$ cat config.mk
export PLATFORM = sky130hd
export DESIGN_NAME = ocmp_timer
export DESIGN_NICKNAME = d
export VERILOG_FILES = /design/src/rtl/ocmp_pkg.sv /design/src/rtl/ocmp_regs.sv /design/src/rtl/ocmp_prescale.sv /design/src/rtl/ocmp_count.sv /design/src/rtl/ocmp_timer.sv
export SDC_FILE = /design/constraint.sdc
export NUM_CORES = 1
export LEC_CHECK = 0
export BUFFER_PORTS_ARGS = -buffer_cell sky130_fd_sc_hd__buf_2
export CAP_MARGIN = 5
export CORE_ASPECT_RATIO = 0.6
export CORE_MARGIN = 5
export CORE_UTILIZATION = 60
export DETAILED_ROUTE_END_ITERATION = 6
export PLACE_DENSITY = 0.85
export SLEW_MARGIN = 30
export SYNTH_ARGS = -nofsm -noshare
export SYNTH_HDL_FRONTEND = slang
export SYNTH_SLANG_ARGS = --single-unit
$ cat constraint.sdc
create_clock -name clk -period 8.2 [get_ports clk]
set_input_delay 0.82 -clock clk [delete_from_list [all_inputs] [get_ports clk]]
set_output_delay 0.82 -clock clk [all_outputs]
set_load 0.03 [all_outputs]
$ cat src/rtl/ocmp_pkg.sv
package ocmp_pkg;

   localparam int unsigned OFF_CTRL  = 'h00;
   localparam int unsigned OFF_DIV   = 'h04;
   localparam int unsigned OFF_CMP   = 'h08;
   localparam int unsigned OFF_CAPT  = 'h0C;
   localparam int unsigned OFF_COUNT = 'h10;
   localparam int unsigned OFF_STAT  = 'h14;

   typedef enum logic [2:0] {
      SRC_NONE = 3'd0,
      SRC_HF   = 3'd1,
      SRC_EXT  = 3'd3,
      SRC_SLOW = 3'd4
   } src_sel_e;

   // picks the active tick for the encoded source field
   function automatic logic pick_tick(input logic [2:0] sel, input logic hf,
                                      input logic ext, input logic slow);
      logic r;
      case (sel)
         SRC_HF:   r = hf;
         SRC_EXT:  r = ext;
         SRC_SLOW: r = slow;
         default:  r = 1'b0;
      endcase
      return r;
   endfunction

endpackage

$ cat src/rtl/ocmp_regs.sv
module ocmp_regs #(
   parameter int ADDR_W     = 5,
   parameter int CNT_W      = 32,
   parameter int DIV_W      = 12,
   parameter int SWR_CYCLES = 4
) (
   input  logic              clk,
   input  logic              rst_n,
   input  logic [ADDR_W-1:0] bus_addr,
   input  logic              bus_wr,
   input  logic [31:0]       bus_wdata,
   output logic              ctrl_en,
   output logic [2:0]        ctrl_src,
   output logic              ctrl_ie,
   output logic              ctrl_fr,
   output logic [DIV_W-1:0]  div_q,
   output logic [CNT_W-1:0]  cmp_q,
   output logic              swr_start,
   output logic              swr_busy,
   output logic              flag_clr
);
   import ocmp_pkg::*;

   localparam int SW_CW = $clog2(SWR_CYCLES + 1);

   logic [SW_CW-1:0] swr_cnt;
   logic             wr_ok;
   logic             hit_ctrl, hit_div, hit_cmp, hit_stat;
   logic             unused_wdata;

   assign unused_wdata = ^bus_wdata;

   assign hit_ctrl = (bus_addr == ADDR_W'(OFF_CTRL));
   assign hit_div  = (bus_addr == ADDR_W'(OFF_DIV));
   assign hit_cmp  = (bus_addr == ADDR_W'(OFF_CMP));
   assign hit_stat = (bus_addr == ADDR_W'(OFF_STAT));

   assign swr_busy  = (swr_cnt != '0);
   assign wr_ok     = bus_wr && !swr_busy;
   assign swr_start = wr_ok && hit_ctrl && bus_wdata[15];
   assign flag_clr  = wr_ok && hit_stat && bus_wdata[0];

   always_ff @(posedge clk) begin
      if (!rst_n) begin
         ctrl_en  <= 1'b0;
         ctrl_src <= 3'd0;
         ctrl_ie  <= 1'b0;
         ctrl_fr  <= 1'b0;
         div_q    <= '0;
         cmp_q    <= '0;
         swr_cnt  <= '0;
      end else if (swr_start) begin
         ctrl_en  <= 1'b0;
         ctrl_src <= 3'd0;
         ctrl_ie  <= 1'b0;
         ctrl_fr  <= 1'b0;
         div_q    <= '0;
         cmp_q    <= '0;
         swr_cnt  <= SW_CW'(SWR_CYCLES);
      end else begin
         if (swr_busy) swr_cnt <= swr_cnt - 1'b1;
         if (wr_ok && hit_ctrl) begin
            ctrl_en  <= bus_wdata[0];
            ctrl_src <= bus_wdata[3:1];
            ctrl_ie  <= bus_wdata[4];
            ctrl_fr  <= bus_wdata[8];
         end
         if (wr_ok && hit_div) div_q <= bus_wdata[DIV_W-1:0];
         if (wr_ok && hit_cmp) cmp_q <= bus_wdata[CNT_W-1:0];
      end
   end

endmodule

$ cat src/rtl/ocmp_prescale.sv
module ocmp_prescale #(
   parameter int DIV_W   = 12,
   parameter bit HAS_DIV = 1'b1
) (
   input  logic             clk,
   input  logic             rst_n,
   input  logic             clr,
   input  logic             tick_in,
   input  logic             en,
   input  logic [DIV_W-1:0] div_q,
   output logic             adv
);

   generate
      if (HAS_DIV) begin : g_div
         logic [DIV_W-1:0] phase_q;
         logic             wrap;

         assign wrap = (phase_q >= div_q);
         assign adv  = tick_in && en && wrap;

         always_ff @(posedge clk) begin
            if (!rst_n || clr)       phase_q <= '0;
            else if (tick_in && en)  phase_q <= wrap ? '0 : phase_q + 1'b1;
         end
      end else begin : g_bypass
         logic unused_div;
         logic unused_clk;
         assign unused_div = ^div_q;
         assign unused_clk = clk ^ rst_n ^ clr;
         assign adv        = tick_in && en;
      end
   endgenerate

endmodule

$ cat src/rtl/ocmp_count.sv
module ocmp_count #(
   parameter int CNT_W = 32
) (
   input  logic             clk,
   input  logic             rst_n,
   input  logic             clr,
   input  logic             adv,
   input  logic             freerun,
   input  logic [CNT_W-1:0] cmp_q,
   input  logic             flag_clr,
   output logic [CNT_W-1:0] cnt_q,
   output logic             flag_q
);
   logic [CNT_W-1:0] cnt_nxt;
   logic             hit;

   assign cnt_nxt = (!freerun && cnt_q == cmp_q) ? '0 : cnt_q + 1'b1;
   assign hit     = adv && (cnt_nxt == cmp_q);

   always_ff @(posedge clk) begin
      if (!rst_n || clr) begin
         cnt_q  <= '0;
         flag_q <= 1'b0;
      end else begin
         if (adv) cnt_q <= cnt_nxt;
         if (hit)           flag_q <= 1'b1;
         else if (flag_clr) flag_q <= 1'b0;
      end
   end

endmodule

$ cat src/rtl/ocmp_timer.sv
module ocmp_timer #(
   parameter int ADDR_W     = 5,
   parameter int CNT_W      = 32,
   parameter int DIV_W      = 12,
   parameter bit HAS_DIV    = 1'b1,
   parameter int SWR_CYCLES = 4
) (
   input  logic              clk,
   input  logic              rst_n,
   input  logic [ADDR_W-1:0] bus_addr,
   input  logic              bus_wr,
   input  logic              bus_rd,
   input  logic [31:0]       bus_wdata,
   output logic [31:0]       bus_rdata,
   input  logic              tick_hf,
   input  logic              tick_ext,
   input  logic              tick_32k,
   output logic              irq
);
   import ocmp_pkg::*;

   generate
      if (CNT_W < 1 || CNT_W > 32) begin : g_bad_cnt
         $error("ocmp_timer: CNT_W must be 1..32");
      end
      if (DIV_W < 1 || DIV_W > 32) begin : g_bad_div
         $error("ocmp_timer: DIV_W must be 1..32");
      end
      if (ADDR_W < 5) begin : g_bad_addr
         $error("ocmp_timer: ADDR_W must reach offset 0x14");
      end
      if (SWR_CYCLES < 1) begin : g_bad_swr
         $error("ocmp_timer: SWR_CYCLES must be at least 1");
      end
   endgenerate

   logic             ctrl_en, ctrl_ie, ctrl_fr;
   logic [2:0]       ctrl_src;
   logic [DIV_W-1:0] div_q;
   logic [CNT_W-1:0] cmp_q, cnt_q;
   logic             swr_start, swr_busy, soft_clr, flag_clr, flag_q;
   logic             tick_sel, adv;
   logic [31:0]      cnt_ext, cmp_ext, div_ext, ctrl_word;

   ocmp_regs #(
      .ADDR_W(ADDR_W), .CNT_W(CNT_W), .DIV_W(DIV_W), .SWR_CYCLES(SWR_CYCLES)
   ) u_regs (
      .clk(clk), .rst_n(rst_n), .bus_addr(bus_addr), .bus_wr(bus_wr),
      .bus_wdata(bus_wdata), .ctrl_en(ctrl_en), .ctrl_src(ctrl_src),
      .ctrl_ie(ctrl_ie), .ctrl_fr(ctrl_fr), .div_q(div_q), .cmp_q(cmp_q),
      .swr_start(swr_start), .swr_busy(swr_busy), .flag_clr(flag_clr)
   );

   assign soft_clr = swr_start | swr_busy;
   assign tick_sel = pick_tick(ctrl_src, tick_hf, tick_ext, tick_32k);

   ocmp_prescale #(.DIV_W(DIV_W), .HAS_DIV(HAS_DIV)) u_div (
      .clk(clk), .rst_n(rst_n), .clr(soft_clr), .tick_in(tick_sel),
      .en(ctrl_en), .div_q(div_q), .adv(adv)
   );

   ocmp_count #(.CNT_W(CNT_W)) u_cnt (
      .clk(clk), .rst_n(rst_n), .clr(soft_clr), .adv(adv),
      .freerun(ctrl_fr), .cmp_q(cmp_q), .flag_clr(flag_clr),
      .cnt_q(cnt_q), .flag_q(flag_q)
   );

   always_comb begin
      cnt_ext = '0;
      cnt_ext[CNT_W-1:0] = cnt_q;
      cmp_ext = '0;
      cmp_ext[CNT_W-1:0] = cmp_q;
      div_ext = '0;
      div_ext[DIV_W-1:0] = div_q;
   end

   assign ctrl_word = {16'd0, swr_busy, 6'd0, ctrl_fr, 3'd0, ctrl_ie, ctrl_src, ctrl_en};

   always_comb begin
      bus_rdata = '0;
      if (bus_rd) begin
         case (bus_addr)
            ADDR_W'(OFF_CTRL):  bus_rdata = ctrl_word;
            ADDR_W'(OFF_DIV):   bus_rdata = div_ext;
            ADDR_W'(OFF_CMP):   bus_rdata = cmp_ext;
            ADDR_W'(OFF_COUNT): bus_rdata = cnt_ext;
            ADDR_W'(OFF_STAT):  bus_rdata = {31'd0, flag_q};
            default:            bus_rdata = '0;
         endcase
      end
   end

   assign irq = flag_q & ctrl_ie;

endmodule

==> results.txt <==
----------------------------------------------------
[Status]
  Run status ... completed

[Finish]
  Top library cells by usage in the layout, fill and taps aside ... nand2_1, dfxtp_1, a21oi_1
  Share of post-route cells with drive strength above 1 ... roughly 13%
  Number of standard cells in the layout, taps in and fillers out ... 1093
  Number of diodes ... 0
  Area growth from synthesis to layout ... 8.61%
  Most common library cell in the layout ignoring fill and taps ... nand2_1
  Number of nets at the end of the flow ... about 1000

[Logic synthesis]
  Sequential share of the synthesized area ... 28.7%
  Synth Warn # ... 0
  Net count of the mapped netlist ... between 900 and 1000
  Number of flip-flops and latches in the synthesized netlist ... between 90 and 100
  Synthesized-area fraction occupied by adder cells ... about 3.1%
  Average cell area after synthesis ... 7.37 µm²
  Number of synthesized flops with an enable pin ... 0
  Leading register cell type out of synthesis ... dfxtp_1
  Synthesized instance count ... 926
  Fraction of synthesized area in multiplexers ... 1.76%
  Fraction of registers with async set or reset after synthesis ... 0%
  Library cells used by synthesis ... 72
  Synthesized-area fraction occupied by xor and xnor cells ... 8.37%
  Synthesized-area fraction occupied by ao, oa, aoi and oai cells ... approximately 22%
  Largest family of logic cells by synthesized area ... simple AND/OR/NAND/NOR gates
  Simple-gate share of the synthesized area ... around 30%
  Post-Synthesis Cell Area ... 6830 µm²

[Pwr]
  Gate power share ... 17.2%
  Part of the power in the clock network ... 39.4%
  Switching Share ... 30.8%
  Seq pwr share ... 43.4%
  Sw Pwr ... 0.351 mW
  Internal power of the cells ... 0.787 mW
  PD cells ... 153 nW/µm²
  Peak supply drop ... 135 µV
  Leak ... 2.72 nW

[CTS]
  Post-CTS resize count ... 0
  Clock latency at the later pin of the worst-skew pair ... 360 ps
  Clock Path Buffers ... 2
  CTS Hold Bufs ... 0
  Clock root cell ... clkbuf_16
  TritonCTS buffer count ... 9
  Postcts setup bufs ... 0
  Clock-pin slew on the worst setup and hold paths ... 70 ps
  TritonCTS clock tree ... built
  H-tree depth ... 3
  Number of clock sinks ... 98

[STA]
  Final count of pins violating max slew ... 0
  Final hold vios ... 0
  Total Negative Setup Slacks ... 0 ps
  Total of endpoints with negative setup slack in the final report ... 0
  Transition time at the pin with the least slew margin ... 991 ps
  Setup repair after global routing missed its margin ... false
  Upper clock frequency limit ... between 200 and 300 MHz
  Worst slew slack as a fraction of its limit ... 33.3%
  Min Tclk post-route ... between 3000 and 4000 ps
  Final worst setup slack ... 4420 ps
  Worst setup skew after layout ... 9.47 ps
  Final critical-path share of the clock period ... 46.1%

[Placement]
  Cell count after placement ... 1077
  Worst setup slack after placement ... 4300 ps
  Count of input and output buffers ... 76
  Total half-perimeter wirelength after legalization and detailed placement ... 16.5 mm
  Routability cong. ... 1.09

[Setup path]
  Arrival time of the worst setup path ... between 4000 and 5000 ps
  Cell with the largest stage delay on the worst path ... nor4_1
  Sort of element at the end of the critical path ... flip-flop
  Logic depth of the worst register-to-register path ... 9
  Ordered cell list for the critical path ... ha_1 > nand3_1 > nor4_1 > xnor2_1 > o21ai_0 > a2111oi_0 > o211ai_1 > or4_1 > o21ai_1
  Startpoint kind of the worst setup timing path ... flip-flop
  Launching point of the worst reg2reg path ... u_cnt.cnt_q[0]
  Longest individual stage delay on the worst path ... 990 ps
  Peak fanout along the critical path ... 11
  Data required time at the worst endpoint ... around 8500 ps
  RR Endpoint ... u_cnt.flag_q
  Category of the most critical setup path ... flip-flop to flip-flop
  Setup slack of the worst register-to-register path ... 4420 ps

[Floorplanning]
  Core area ... 11200 µm²
  Starting density of the core ... 60.8%
  Die Y ... 92.6 µm
  Die boundary width ... 148 µm
  Std cell rows ... 30
  Area of the die ... 13700 µm²
  I/O pin count ... just under 80

[Hold path]
  Worst hold path startpoint ... u_regs.div_q[4]
  Hold path endpoint ... u_regs.div_q[4]
  Count of cells along the worst hold path ... 2
  Min-Delay Path Class ... flip-flop to flip-flop

[Route]
  Final antenna-violating net count ... 0
  Routed length per instance ... 21.0 µm
  Routed via count ... 7338
  Remaining DRCs ... 0
  First drt pass iteration count ... 7
  DRC marker count from the first detailed-route iteration ... 1393
  Routed wire length ... between 20 and 25 mm
  Number of vias per cell ... 6.71

[Global route]
  Antenna violations before repair ... 1
  GR Overflow Total ... 0
  Number of global-route vias before repair ... 6662
  Global-route wire length before repair ... approximately 36 mm
  Global-route total usage across every layer ... 33.0%
  Largest net degree at the start of global routing ... 39

[Flow run]
  Max Cap Viol ... 0

----------------------------------------------------
[logic make-up after synthesis]
group / after synthesis
buffers and inverters: 102
DFF: 98
muxes: 12
xor gates and xnor gates: 62
and+or+nand+nor: 401
AOI/OAI and AO/OA: 234
adders and majority gates: 17
[worst max-delay path: cells and delay by family (launching register included)]
| kind | cells | cell delay (ps) |
|---|---|---|
| adder cells (fa/ha/maj) | 1 | 310 |
| AND/OR/NAND/NOR | 3 | 1870 |
| AO/OA/AOI/OAI | 4 | 800 |
| XOR/XNOR | 1 | 200 |
| flip-flops | 1 | 530 |
[registers in the layout, indices dropped and copies added, names as in the netlist]
| signal | cells |
|---|---|
| u_cnt.cnt_q | 32 |
| u_cnt.flag_q | 1 |
| u_div.g_div.phase_q | 12 |
| u_regs.cmp_q | 32 |
| u_regs.ctrl_en | 1 |
| u_regs.ctrl_fr | 1 |
| u_regs.ctrl_ie | 1 |
| u_regs.ctrl_src | 3 |
| u_regs.div_q | 12 |
| u_regs.swr_cnt | 3 |
[worst max path at each step]
stage	from	endpoint	slack [ps]	cells after the start
CTS	u_cnt.cnt_q[0]	u_cnt.flag_q	4570	9
global placement	bus_addr[1]	u_regs.swr_cnt[0]	4390	7
finish	u_cnt.cnt_q[0]	u_cnt.flag_q	4420	9
global route	u_cnt.cnt_q[0]	u_cnt.flag_q	4270	9
floorplan	bus_addr[2]	bus_rdata[3]	4840	7
detailed placement	bus_addr[1]	u_regs.div_q[6]	4300	7
[layer usage]
metal  vias to the layer above  routed length (µm)  global-route usage [%]
met2                       571                8540                    42.9
met1                      3377               10300                    50.8
met5                         -                  54                    2.69
li1                       3344                   -                       -
met3                        42                3720                    12.0
met4                         4                 294                    6.74
[power groups by stage]
stage / Sequential, mW / Combinational, mW / Clock [mW]
6_report: 0.494 / 0.195 / 0.449
5_1_grt: 0.494 / 0.211 / 0.469
4_1_cts: 0.493 / 0.189 / 0.449
3_5_place_dp: 0.504 / 0.187 / 0
3_3_place_gp: 0.504 / 0.185 / 0
2_1_floorplan: 0.501 / 0.135 / 0
[synth_stat cells (all sizes together) (5+ instances only)]
| cell type | instances | area, µm² |
|---|---|---|
| ha | 17 | 213 |
| or3 | 9 | 56.3 |
| and4 | 9 | 80.1 |
| o21ai | 42 | 210 |
| nand3 | 28 | 140 |
| nand3b | 10 | 75.1 |
| inv | 24 | 90.1 |
| a222oi | 11 | 110 |
| nor2 | 94 | 353 |
| xor2 | 41 | 359 |
| nor3 | 19 | 95.1 |
| xnor2 | 19 | 166 |
| nor4 | 22 | 168 |
| nor3b | 5 | 37.5 |
| nand2b | 9 | 56.3 |
| and3 | 9 | 57.6 |
| o2111ai | 5 | 43.8 |
| dfxtp | 98 | 1960 |
| o31ai | 5 | 37.5 |
| a21oi | 96 | 480 |
| or4 | 9 | 67.6 |
| clkbuf | 58 | 218 |
| nand4 | 19 | 140 |
| a22oi | 20 | 150 |
| buf | 20 | 164 |
| and2 | 8 | 50.1 |
| nand2 | 135 | 507 |
| a31oi | 9 | 56.3 |
| mux2i | 12 | 120 |
[stage by stage]
step           hold WS (ps)  cell area [µm²]  util, %  power, mW
3_3_place_gp            460             7110     63.3      0.689
5_1_grt                 512             7420     66.1       1.17
2_1_floorplan           434             6830        -      0.636
4_1_cts                 474             7410     66.1       1.13
3_5_place_dp            465             7110     63.4      0.691
6_report                477             7420     66.1       1.14
[final cells by class]
class                           instances  area [µm²]
Tap cell                              144         180
Clock inverter                          6        73.8
Clock buffer                           10         229
Inverter                               24        90.1
Sequential cell                        98        1960
Fill cell                             967        3810
Timing Repair Buffer                   85         448
Multi-Input combinational cell        726        4430
No activity file was read; power rests on OpenSTA's default activity.
